[config.mk]
export PLATFORM = sky130hd
export DESIGN_NAME = dual_tmr8
export DESIGN_NICKNAME = d
export VERILOG_FILES = /design/src/rtl/dual_tmr8_pkg.sv /design/src/rtl/dual_tmr8_presc.sv /design/src/rtl/dual_tmr8_chan.sv /design/src/rtl/dual_tmr8.sv
export SDC_FILE = /design/constraint.sdc
export NUM_CORES = 1
export LEC_CHECK = 0
export CAP_MARGIN = 20
export CORE_ASPECT_RATIO = 0.75
export CORE_MARGIN = 2
export CORE_UTILIZATION = 59
export CTS_BUF_LIST = sky130_fd_sc_hd__clkbuf_4 sky130_fd_sc_hd__clkbuf_8
export DETAILED_ROUTE_END_ITERATION = 10
export GPL_TIMING_DRIVEN = 0
export HOLD_SLACK_MARGIN = 0.1
export PLACE_DENSITY_LB_ADDON = 0.25
export SLEW_MARGIN = 20
export SYNTH_ARGS = -nofsm -noshare
export SYNTH_HDL_FRONTEND = slang
export SYNTH_SLANG_ARGS = --single-unit
[constraint.sdc]
create_clock -name clk -period 3.2 [get_ports clk]
set_clock_uncertainty 0.2 [all_clocks]
set_input_delay 0.32 -clock clk [delete_from_list [all_inputs] [get_ports clk]]
set_output_delay 0.32 -clock clk [all_outputs]
set_load 0.01 [all_outputs]
[src/rtl/dual_tmr8_pkg.sv]
package dual_tmr8_pkg;
  typedef enum logic [1:0] {
    SRC_STOP = 2'd0,
    SRC_TICK = 2'd1,
    SRC_CASC = 2'd2,
    SRC_HALT = 2'd3
  } src_e;

  typedef enum logic [1:0] {
    REG_CNT  = 2'd0,
    REG_CMPA = 2'd1,
    REG_CMPB = 2'd2,
    REG_CTRL = 2'd3
  } reg_e;

  localparam int FLAG_A_BIT = 4;
  localparam int FLAG_B_BIT = 5;
endpackage

[src/rtl/dual_tmr8_presc.sv]
module dual_tmr8_presc #(
  parameter int DIV = 4
) (
  input  logic clk,
  input  logic rst,
  output logic tick
);
  localparam int PW = (DIV > 1) ? $clog2(DIV) : 1;
  localparam logic [PW-1:0] LAST = PW'(DIV - 1);

  logic [PW-1:0] phase_q;

  always_ff @(posedge clk) begin
    if (rst) phase_q <= '0;
    else if (phase_q == LAST) phase_q <= '0;
    else phase_q <= phase_q + 1'b1;
  end

  assign tick = !rst && (phase_q == LAST);
endmodule

[src/rtl/dual_tmr8_chan.sv]
module dual_tmr8_chan
  import dual_tmr8_pkg::*;
#(
  parameter int CNT_W      = 8,
  parameter bit CASCADE_OK = 1'b0
) (
  input  logic             clk,
  input  logic             rst,
  input  logic             tick,
  input  logic             casc_evt,
  input  logic             wr_cnt,
  input  logic             wr_cmpa,
  input  logic             wr_cmpb,
  input  logic             wr_ctrl,
  input  logic [CNT_W-1:0] wdata,
  output logic [CNT_W-1:0] cnt,
  output logic [CNT_W-1:0] cmpa,
  output logic [CNT_W-1:0] cmpb,
  output logic [1:0]       src,
  output logic             flag_a,
  output logic             flag_b,
  output logic             ovf_evt,
  output logic             ovf_p,
  output logic             match_a_p,
  output logic             match_b_p
);
  logic             src_evt;
  logic             evt;
  logic [CNT_W-1:0] nxt;
  logic             hit_a, hit_b, clr_a, clr_b;

  always_comb begin
    unique case (src)
      SRC_TICK: src_evt = tick;
      SRC_CASC: src_evt = CASCADE_OK ? casc_evt : 1'b0;
      default:  src_evt = 1'b0;
    endcase
  end

  assign evt     = src_evt && !wr_cnt;
  assign nxt     = cnt + 1'b1;
  assign ovf_evt = evt && (cnt == '1);
  assign hit_a   = evt && (nxt == cmpa);
  assign hit_b   = evt && (nxt == cmpb);
  assign clr_a   = wr_ctrl && wdata[FLAG_A_BIT];
  assign clr_b   = wr_ctrl && wdata[FLAG_B_BIT];

  always_ff @(posedge clk) begin
    if (rst) begin
      cnt       <= '0;
      cmpa      <= '0;
      cmpb      <= '0;
      src       <= SRC_STOP;
      flag_a    <= 1'b0;
      flag_b    <= 1'b0;
      ovf_p     <= 1'b0;
      match_a_p <= 1'b0;
      match_b_p <= 1'b0;
    end else begin
      if (wr_cnt) cnt <= wdata;
      else if (evt) cnt <= nxt;
      if (wr_cmpa) cmpa <= wdata;
      if (wr_cmpb) cmpb <= wdata;
      if (wr_ctrl) src <= wdata[1:0];
      flag_a    <= hit_a || (flag_a && !clr_a);
      flag_b    <= hit_b || (flag_b && !clr_b);
      ovf_p     <= ovf_evt;
      match_a_p <= hit_a;
      match_b_p <= hit_b;
    end
  end
endmodule

[src/rtl/dual_tmr8.sv]
module dual_tmr8
  import dual_tmr8_pkg::*;
#(
  parameter int CNT_W = 8,
  parameter int DIV   = 4
) (
  input  logic               clk,
  input  logic               rst,
  input  logic               req_valid,
  input  logic               req_write,
  input  logic               req_half,
  input  logic [2:0]         req_addr,
  input  logic [2*CNT_W-1:0] req_wdata,
  output logic               rd_valid,
  output logic [2*CNT_W-1:0] rd_data,
  output logic [1:0]         ovf_pulse,
  output logic [1:0]         cmpa_pulse,
  output logic [1:0]         cmpb_pulse
);
  localparam int NCH = 2;
  localparam int DW  = NCH * CNT_W;

  reg_e             sel;
  logic             tick;
  logic             is_wr, is_rd;
  logic [CNT_W-1:0] cnt_q  [NCH];
  logic [CNT_W-1:0] cmpa_q [NCH];
  logic [CNT_W-1:0] cmpb_q [NCH];
  logic [1:0]       src_q  [NCH];
  logic [CNT_W-1:0] view   [NCH];
  logic [CNT_W-1:0] ch_wd  [NCH];
  logic [NCH-1:0]   fa_q, fb_q, ovf_evt, ch_sel;
  logic [NCH-1:0]   wr_cnt, wr_cmpa, wr_cmpb, wr_ctrl;

  assign sel   = reg_e'(req_addr[2:1]);
  assign is_wr = req_valid && req_write;
  assign is_rd = req_valid && !req_write;

  dual_tmr8_presc #(.DIV(DIV)) presc_i (
    .clk  (clk),
    .rst  (rst),
    .tick (tick)
  );

  for (genvar i = 0; i < NCH; i++) begin : g_ch
    assign ch_sel[i]  = req_half || (req_addr[0] == 1'(i));
    assign ch_wd[i]   = req_half ? req_wdata[DW-1-i*CNT_W -: CNT_W]
                                 : req_wdata[CNT_W-1:0];
    assign wr_cnt[i]  = is_wr && ch_sel[i] && (sel == REG_CNT);
    assign wr_cmpa[i] = is_wr && ch_sel[i] && (sel == REG_CMPA);
    assign wr_cmpb[i] = is_wr && ch_sel[i] && (sel == REG_CMPB);
    assign wr_ctrl[i] = is_wr && ch_sel[i] && (sel == REG_CTRL);

    dual_tmr8_chan #(
      .CNT_W      (CNT_W),
      .CASCADE_OK (i == 0)
    ) chan_i (
      .clk       (clk),
      .rst       (rst),
      .tick      (tick),
      .casc_evt  ((i == 0) ? ovf_evt[NCH-1] : 1'b0),
      .wr_cnt    (wr_cnt[i]),
      .wr_cmpa   (wr_cmpa[i]),
      .wr_cmpb   (wr_cmpb[i]),
      .wr_ctrl   (wr_ctrl[i]),
      .wdata     (ch_wd[i]),
      .cnt       (cnt_q[i]),
      .cmpa      (cmpa_q[i]),
      .cmpb      (cmpb_q[i]),
      .src       (src_q[i]),
      .flag_a    (fa_q[i]),
      .flag_b    (fb_q[i]),
      .ovf_evt   (ovf_evt[i]),
      .ovf_p     (ovf_pulse[i]),
      .match_a_p (cmpa_pulse[i]),
      .match_b_p (cmpb_pulse[i])
    );

    always_comb begin
      view[i] = '0;
      unique case (sel)
        REG_CNT:  view[i] = cnt_q[i];
        REG_CMPA: view[i] = cmpa_q[i];
        REG_CMPB: view[i] = cmpb_q[i];
        default: begin
          view[i][1:0]        = src_q[i];
          view[i][FLAG_A_BIT] = fa_q[i];
          view[i][FLAG_B_BIT] = fb_q[i];
        end
      endcase
    end
  end

  always_ff @(posedge clk) begin
    if (rst) begin
      rd_valid <= 1'b0;
      rd_data  <= '0;
    end else begin
      rd_valid <= is_rd;
      if (is_rd) begin
        if (req_half) rd_data <= {view[0], view[1]};
        else rd_data <= {{CNT_W{1'b0}}, view[req_addr[0]]};
      end
    end
  end
endmodule

==> key figures, run 1 <==
Drt
  – Drt pass-1 iters: 5
  – Antenna-violating nets left: 0
  – Wire length per cell: 19.8 um
  – Routed vias: 4138
  – Routed wire length: 12.9 mm
  – Remaining DRCs: 0
  – DRT iter0 DRCs: 391
  – Detail-routed via count per cell: 6.37

Final layout
  – Most common cell after layout, fill and taps aside: dfxtp_1
  – Finished Layout Cells: 650
  – Area delta synth->final: 18.0%
  – Final #Nets: 574
  – Share of layout cells above drive strength 1: 9.47%
  – Util after Layout: 71.9%
  – Commonest non-fill, non-tap cells in the layout: dfxtp_1 (81), nor2_1 (73), clkdlybuf4s50_1 (45), mux2i_1 (32), nand2_1 (31)
  – Diodes inserted: 0

Floorplanning
  – Die Width: 105 um
  – Initial cell density of the core: 60.9%
  – Die area: 8330 um2
  – Core area: 7360 um2
  – Die H: 79.5 um
  – Row Count: 27
  – IO Count: 47

Critical path
  – Worst r2r src: g_ch[1].chan_i.cnt[1]$_SDFFE_PP0P_
  – CP startpoint: req_valid
  – Critical Path Source Type: input port
  – Critical Path Sink Type: flip-flop
  – Worst Reg-to-Reg Cells: 6
  – Crit-path max FO: 10
  – Crit path arrival time: 2.76 ns
  – Crit Path Category: input port to flip-flop
  – WP data required: 3.26 ns

STA
  – Final hold vios: 0
  – Slew @ Worst Pin: 0.905 ns
  – Post-route setup TNS: 0 ns
  – Final worst setup slack: 0.498 ns
  – Minimum clock period: 2.70 ns
  – Endpoints failing setup: 0
  – Final worst-path cycle share: 84.4%
  – Slew Viols, Final: 0
  – Max Freq: 370 MHz
  – Rel. slew slack: 39.4%
  – RSZ-0062 raised after global routing: no

Clock tree
  – CTS sink cnt: 81
  – Cts repair resizes: 0
  – Setup Buffers After CTS: 0
  – CTS Buffer Depth: 2
  – Clock Pin Slew Worst Setup and Hold Paths: 0.08 ns
  – H-tree levels: 3
  – CTS Buf Count: 9
  – Clk Latency, worst-skew pair: 0.35 ns
  – CTS Hold Bufs: 0
  – Clk root buf: clkbuf_8
  – TritonCTS clock tree: yes

Pwr
  – Int Pwr: 1.66 mW
  – Max IR drop VDD: 0.305 mV
  – P_sw: 0.552 mW
  – Comb pwr share: 12.3%
  – Clock group share of total power: 40.0%
  – Sequential power share: 47.7%
  – Switching Share: 24.9%
  – Pwr dens: 418 nW/um2
  – Leakage power: 1.87 nW

Placement
  – Buffers on Ports: 45
  – Pre-CTS WS: 0.329 ns
  – GPL Wtd Cong: 0.926
  – Detailed placement HPWL: 9.79 mm
  – Placed cell count: 635

Synthesis
  – Seq cells post-synth: 81
  – Top cells by area, synth: dfxtp_1 (36%), mux2i_1 (7.1%), nor2_1 (6.1%)
  – Number of enable flip-flop cells after synthesis: 0
  – Post-synth top flop: dfxtp_1
  – Post-synth top area share: 36.1%
  – Number of synthesis warnings: 0
  – Syn_nets: 518
  – Post-synth cell types: 59
  – Syn Inst Count: 489
  – Post-Syn Area: 4490 um2
  – Async S/R FF share, synth: 0%
  – Post-synthesis sequential area ratio: 36.1%
  – Yosys top cell by area: dfxtp_1
  – Avg Inst Size Synth: 9.18 um2

Status
  – Status: finished, final reports clean

Hold path
  – Hold Path Stages: 1
  – Hold Path Class: flip-flop to flip-flop
  – Worst hold path startpoint: presc_i.phase_q[0]$_SDFF_PP0_

GRT
  – GRT Total Usage: 31.8%
  – Initial antenna violation count: 0
  – Largest net degree at the start of global routing: 14
  – Vias in the first global route: 3925
  – First-pass GRT wire length: 20.5 mm
  – Gr ovfl total: 0

Flow run
  – Max-cap violations: 0
## cells in the mapped netlist, types with 3 or more instances
library cell,number
dfxtp_1,81
nor2_1,73
mux2i_1,32
nand2_1,31
a211oi_1,28
xnor2_1,28
clkbuf_1,20
xor2_1,15
o21ai_0,13
a22oi_1,11
nor3_1,8
or3_1,8
a21oi_1,7
a31oi_1,6
buf_1,6
buf_2,6
buf_4,6
inv_1,6
mux4_2,6
nand3_1,6
o211ai_1,6
xnor3_1,6
ha_1,5
nand4_1,5
nor4_1,5
a21o_1,4
a311oi_1,4
and2_1,4
and3_1,4
nor2b_1,4
o22ai_1,4
o31a_1,4
buf_6,3
nor3b_1,3
or2_2,3
## per-layer routing
metal	track usage [%]	vias to the layer above	wire length, um	part of all wire, %
met5	0	-	0	0
met4	6.40	0	188	1.5
met3	7.76	34	1570	12
met2	51.0	292	5640	44
met1	44.1	1943	5480	43
li1	-	1869	-	-
## critical path, cell delays in order
cell             delay, ns
clkdlybuf4s50_1       0.50
nand2_1               0.23
or2_2                 0.39
nor2_1                0.47
clkbuf_1              0.48
nor2_1                0.10
a211oi_1              0.26
## registers in the layout, indices dropped and copies added, names as in the netlist
signal and cells:
presc_i.phase_q 2, g_ch.chan_i.cmpa 16, g_ch.chan_i.flag_a 2, rd_valid 1, g_ch.chan_i.src 4, g_ch.chan_i.cmpb 16, g_ch.chan_i.ovf_p 2, g_ch.chan_i.match_a_p 2
g_ch.chan_i.flag_b 2, rd_data 16, g_ch.chan_i.cnt 16, g_ch.chan_i.match_b_p 2
## path summary, 6_finish.rpt
| path | to | slack [ns] |
|---|---|---|
| worst min-delay path | presc_i.phase_q[0]$_SDFF_PP0_ | 0.24 |
| worst max-delay path | g_ch[0].chan_i.cmpb[6]$_SDFFE_PP0P_ | 0.50 |
| worst min register to register | presc_i.phase_q[0]$_SDFF_PP0_ | 0.24 |
| worst max register to register | g_ch[0].chan_i.match_b_p$_SDFF_PP0_ | 0.60 |
## metrics by stage
step,total power [mW],cell area (um2),hold WS (ns)
after floorplan,1.24,4490,0.198
after detailed placement,1.34,5060,0.229
after CTS,2.21,5300,0.242
after global placement,1.33,5060,0.206
final,2.21,5300,0.238
after global routing,2.27,5300,0.260
## power groups by stage
stage / sequential [mW] / clock [mW] / combinational (mW)
3_3_place_gp: 1.08 / 0 / 0.256
3_5_place_dp: 1.08 / 0 / 0.264
6_report: 1.05 / 0.886 / 0.272
4_1_cts: 1.05 / 0.886 / 0.266
2_1_floorplan: 1.07 / 0 / 0.164
5_1_grt: 1.06 / 0.919 / 0.290
## cell families (layout without fill, tap and decap cells)
| logic type | Yosys count | after routing | share of synthesized area (%) |
|---|---|---|---|
| AO/OA/AOI/OAI | 99 | 99 | 16.5 |
| XOR/XNOR | 49 | 49 | 11.4 |
| adder cells (fa/ha/maj) | 5 | 5 | 1.39 |
| buffers and inverters | 49 | 109 | 5.30 |
| flip-flops | 81 | 81 | 36.1 |
| multiplexers | 41 | 41 | 11.6 |
| AND/OR/NAND/NOR | 165 | 165 | 17.7 |
## layout make-up
cell class / instances / area (um2)
inverters: 7 / 26.3
flip-flops and latches: 81 / 1620
clock buffers: 9 / 124
clock inverters: 6 / 108
multi-input cells: 359 / 2630
repair buffers: 45 / 450
plain buffers: 42 / 211
fillers: 596 / 2070
well taps: 101 / 126
No activity file was read; power rests on OpenSTA's default activity.
==> run 2: changes to the inputs <==
--- a/config.mk
+++ b/config.mk
@@ -8,7 +8,7 @@
 export CAP_MARGIN = 20
 export CORE_ASPECT_RATIO = 0.75
 export CORE_MARGIN = 2
-export CORE_UTILIZATION = 59
+export CORE_UTILIZATION = 53
 export CTS_BUF_LIST = sky130_fd_sc_hd__clkbuf_4 sky130_fd_sc_hd__clkbuf_8
 export DETAILED_ROUTE_END_ITERATION = 10
 export GPL_TIMING_DRIVEN = 0
==> constraint.sdc (replaced) <==
create_clock -name clk -period 2.3 [get_ports clk]
set_clock_uncertainty 0.2 [all_clocks]
set_input_delay 0.23 -clock clk [delete_from_list [all_inputs] [get_ports clk]]
set_output_delay 0.23 -clock clk [all_outputs]
set_load 0.01 [all_outputs]
==> run 2 against run 1 <==
Net effect: sequential share of layout area shrank 0.71 points; critical path depth is the same; die area grew 11%; register-to-register slack lost 0.60 ns; combinational power grew 43%; critical path type is now flip-flop to flip-flop; clock power grew 24%; the run now ends with setup timing left; largest cell class unchanged.
==> key figures, run 2 (synthesized netlist as in run 1, its figures left out) <==
Pwr
  – Pwr dens: 545 nW/um2 (+30%)
  – Total Power: 2.96 mW (+34%)
  – Max IR drop VDD: 0.308 mV (+1.0%)
  – Leakage power: 1.91 nW (+2.3%)

Drt
  – Drt pass-1 iters: 5 (unchanged)
  – Detail-routed via count per cell: 6.15 (-3.5%)
  – Routed wire length: 13.2 mm (+2.4%)
  – Remaining DRCs: 0 (unchanged)
  – DRT iter0 DRCs: 327 (-16%)
  – Routed vias: 4062 (-1.8%)
  – Wire length per cell: 19.9 um (+0.66%)
  – Antenna-violating nets left: 0 (unchanged)

Clock tree
  – CTS Buf Count: 9 (unchanged)
  – Clock Pin Slew Worst Setup and Hold Paths: 0.09 ns (about the same)
  – TritonCTS clock tree: yes
  – CTS Hold Bufs: 0 (unchanged)
  – H-tree levels: 3 (unchanged)
  – CTS Buffer Depth: 2 (unchanged)
  – CTS sink cnt: 81 (unchanged)
  – Clk Latency, worst-skew pair: 0.38 ns (+0.03 ns)
  – Clk root buf: clkbuf_8

GRT
  – First-pass GRT wire length: 20.6 mm (+0.88%)
  – Vias in the first global route: 3911 (-0.36%)
  – Largest net degree at the start of global routing: 16 (+2)
  – Gr ovfl total: 0 (unchanged)
  – GRT Total Usage: 29.7% (-2.1 points)
  – Initial antenna violation count: 0 (unchanged)

STA
  – Final hold vios: 0 (unchanged)
  – Minimum clock period: 2.30 ns
  – Endpoints failing setup: 1 (+1)
  – RSZ-0062 raised after global routing: yes
  – Final worst-path cycle share: 100%
  – Slew Viols, Final: 0 (unchanged)
  – Max Freq: 435 MHz
  – Final worst setup slack: -0.00102 ns (-0.499 ns)
  – Slew @ Worst Pin: 1.02 ns (+0.113 ns)
  – Rel. slew slack: 31.8% (-7.5 points)

Final layout
  – Final #Nets: 577 (+0.52%)
  – Finished Layout Cells: 661 (+1.7%)
  – Finished layout cell area: 5440 um2 (+2.6%)
  – Util after Layout: 65.1% (-6.8 points)
  – Diodes inserted: 0 (unchanged)
  – Share of layout cells above drive strength 1: 14.8% (+5.4 points)
  – Commonest non-fill, non-tap cells in the layout: dfxtp_1 (78), nor2_1 (70), clkdlybuf4s50_1 (45), nand2_1 (31), mux2i_1 (31)
  – Most common cell after layout, fill and taps aside: dfxtp_1
  – Area delta synth->final: 21.1%

Hold path
  – Worst hold path startpoint: presc_i.phase_q[0]$_SDFF_PP0_
  – Hold Path Stages: 1 (unchanged)
  – Hold Path Class: flip-flop to flip-flop
  – Worst Hold Path EP: presc_i.phase_q[0]$_SDFF_PP0_

Placement
  – Placed inst area: 5070 um2 (+0.17%)
  – Placed cell count: 642 (+1.1%)
  – GPL Wtd Cong: 0.944 (+1.9%)
  – Pre-CTS WS: -0.516 ns (-0.845 ns)
  – Buffers on Ports: 45 (unchanged)
  – Detailed placement HPWL: 9.78 mm (-0.13%)

Floorplanning
  – Die H: 83.7 um (+5.2%)
  – IO Count: 47 (unchanged)
  – Row Count: 29 (+7.4%)
  – Die area: 9230 um2 (+11%)
  – Core area: 8350 um2 (+13%)
  – Initial cell density of the core: 53.8% (-7.2 points)
  – Die Width: 110 um (+5.3%)

Critical path
  – Critical Path Source Type: flip-flop
  – Critical Path Sink Type: flip-flop
  – Crit Path Category: flip-flop to flip-flop
  – R2R setup slack: -0.001 ns (-0.60 ns)
  – Crit-path max FO: 6 (-4)
  – Worst Reg-to-Reg Cells: 7 (+1)
  – Worst r2r src: presc_i.phase_q[0]$_SDFF_PP0_
  – Reg2reg end: g_ch[0].chan_i.match_b_p$_SDFF_PP0_
  – Crit path arrival time: 2.38 ns (-0.38 ns)
  – WP data required: 2.38 ns (-0.88 ns)

Status
  – Status: finished, violations left
  – Failing checks: setup timing

Flow run
  – Max-cap violations: 0 (unchanged)
-- run 2: critical path, stage by stage, from the launching register on --
cell      delay, ns
dfxtp_1        0.36
ha_2           0.21
and4bb_1       0.23
buf_6          0.15
o31a_4         0.17
a31oi_4        0.13
or3_4          0.44
nor4_4         0.31
-- run 2: how the worst max path moves through the flow --
stage	end	start	slack, ns	depth (start not counted)
detailed placement	g_ch[1].chan_i.flag_b$_SDFF_PP0_	req_addr[2]	-0.52	6
global route	g_ch[1].chan_i.cmpa[1]$_SDFFE_PP0P_	req_valid	-0.12	6
finish	g_ch[0].chan_i.match_b_p$_SDFF_PP0_	presc_i.phase_q[0]$_SDFF_PP0_	-0.001	7
floorplan	g_ch[0].chan_i.flag_b$_SDFF_PP0_	g_ch[0].chan_i.src[0]$_SDFFE_PP0P_	0.07	6
CTS	g_ch[0].chan_i.cmpb[7]$_SDFFE_PP0P_	req_valid	0.006	7
global placement	g_ch[1].chan_i.flag_b$_SDFF_PP0_	req_addr[2]	-0.45	6
-- run 2: metrics by stage --
stage / hold WS [ns] / TNS [ns]
floorplan: 0.177 / 0
global placement: 0.206 / -18.86
detailed placement: 0.213 / -21.08
CTS: 0.229 / 0
global route: 0.273 / -1.18
finish: 0.264 / -0.00102
-- run 2: timing repair --
action                                 in CTS  in global routing
endpoints found under the hold margin       0                  0
pin swaps                                   1                  3
gates cloned                                0                  1
setup buffers                               0                  4
setup endpoints to repair                  21                 55
resized for setup                          12                 27
-- run 2: metal layers --
layer / part of all wire (%) / GRT usage, % / routed length, um / up-vias
li1: - / - / - / 1878
met1: 46 / 45.5 / 6040 / 1940
met2: 42 / 41.0 / 5570 / 213
met3: 9.4 / 5.78 / 1240 / 31
met4: 2.5 / 10.7 / 326 / 0
met5: 0 / 0 / 0 / -
-- run 2: layout make-up --
type                       count  area [um2]
clock buffer                   9         124
sequential                    81        1630
multi-input combinational    359        2740
clock inverter                 7        76.3
tap                          108         135
buffer                        40         219
inverter                       7        26.3
timing repair buffer          50         485
fill                         689        2910
-- run 2: where the power goes --
part           total [mW]  switching (mW)  internal, mW  leakage (nW)
clock network        1.10           0.590         0.511        0.0966
logic               0.390           0.218         0.171          1.16
registers            1.47          0.0338          1.44         0.658
total                2.96           0.842          2.12          1.91
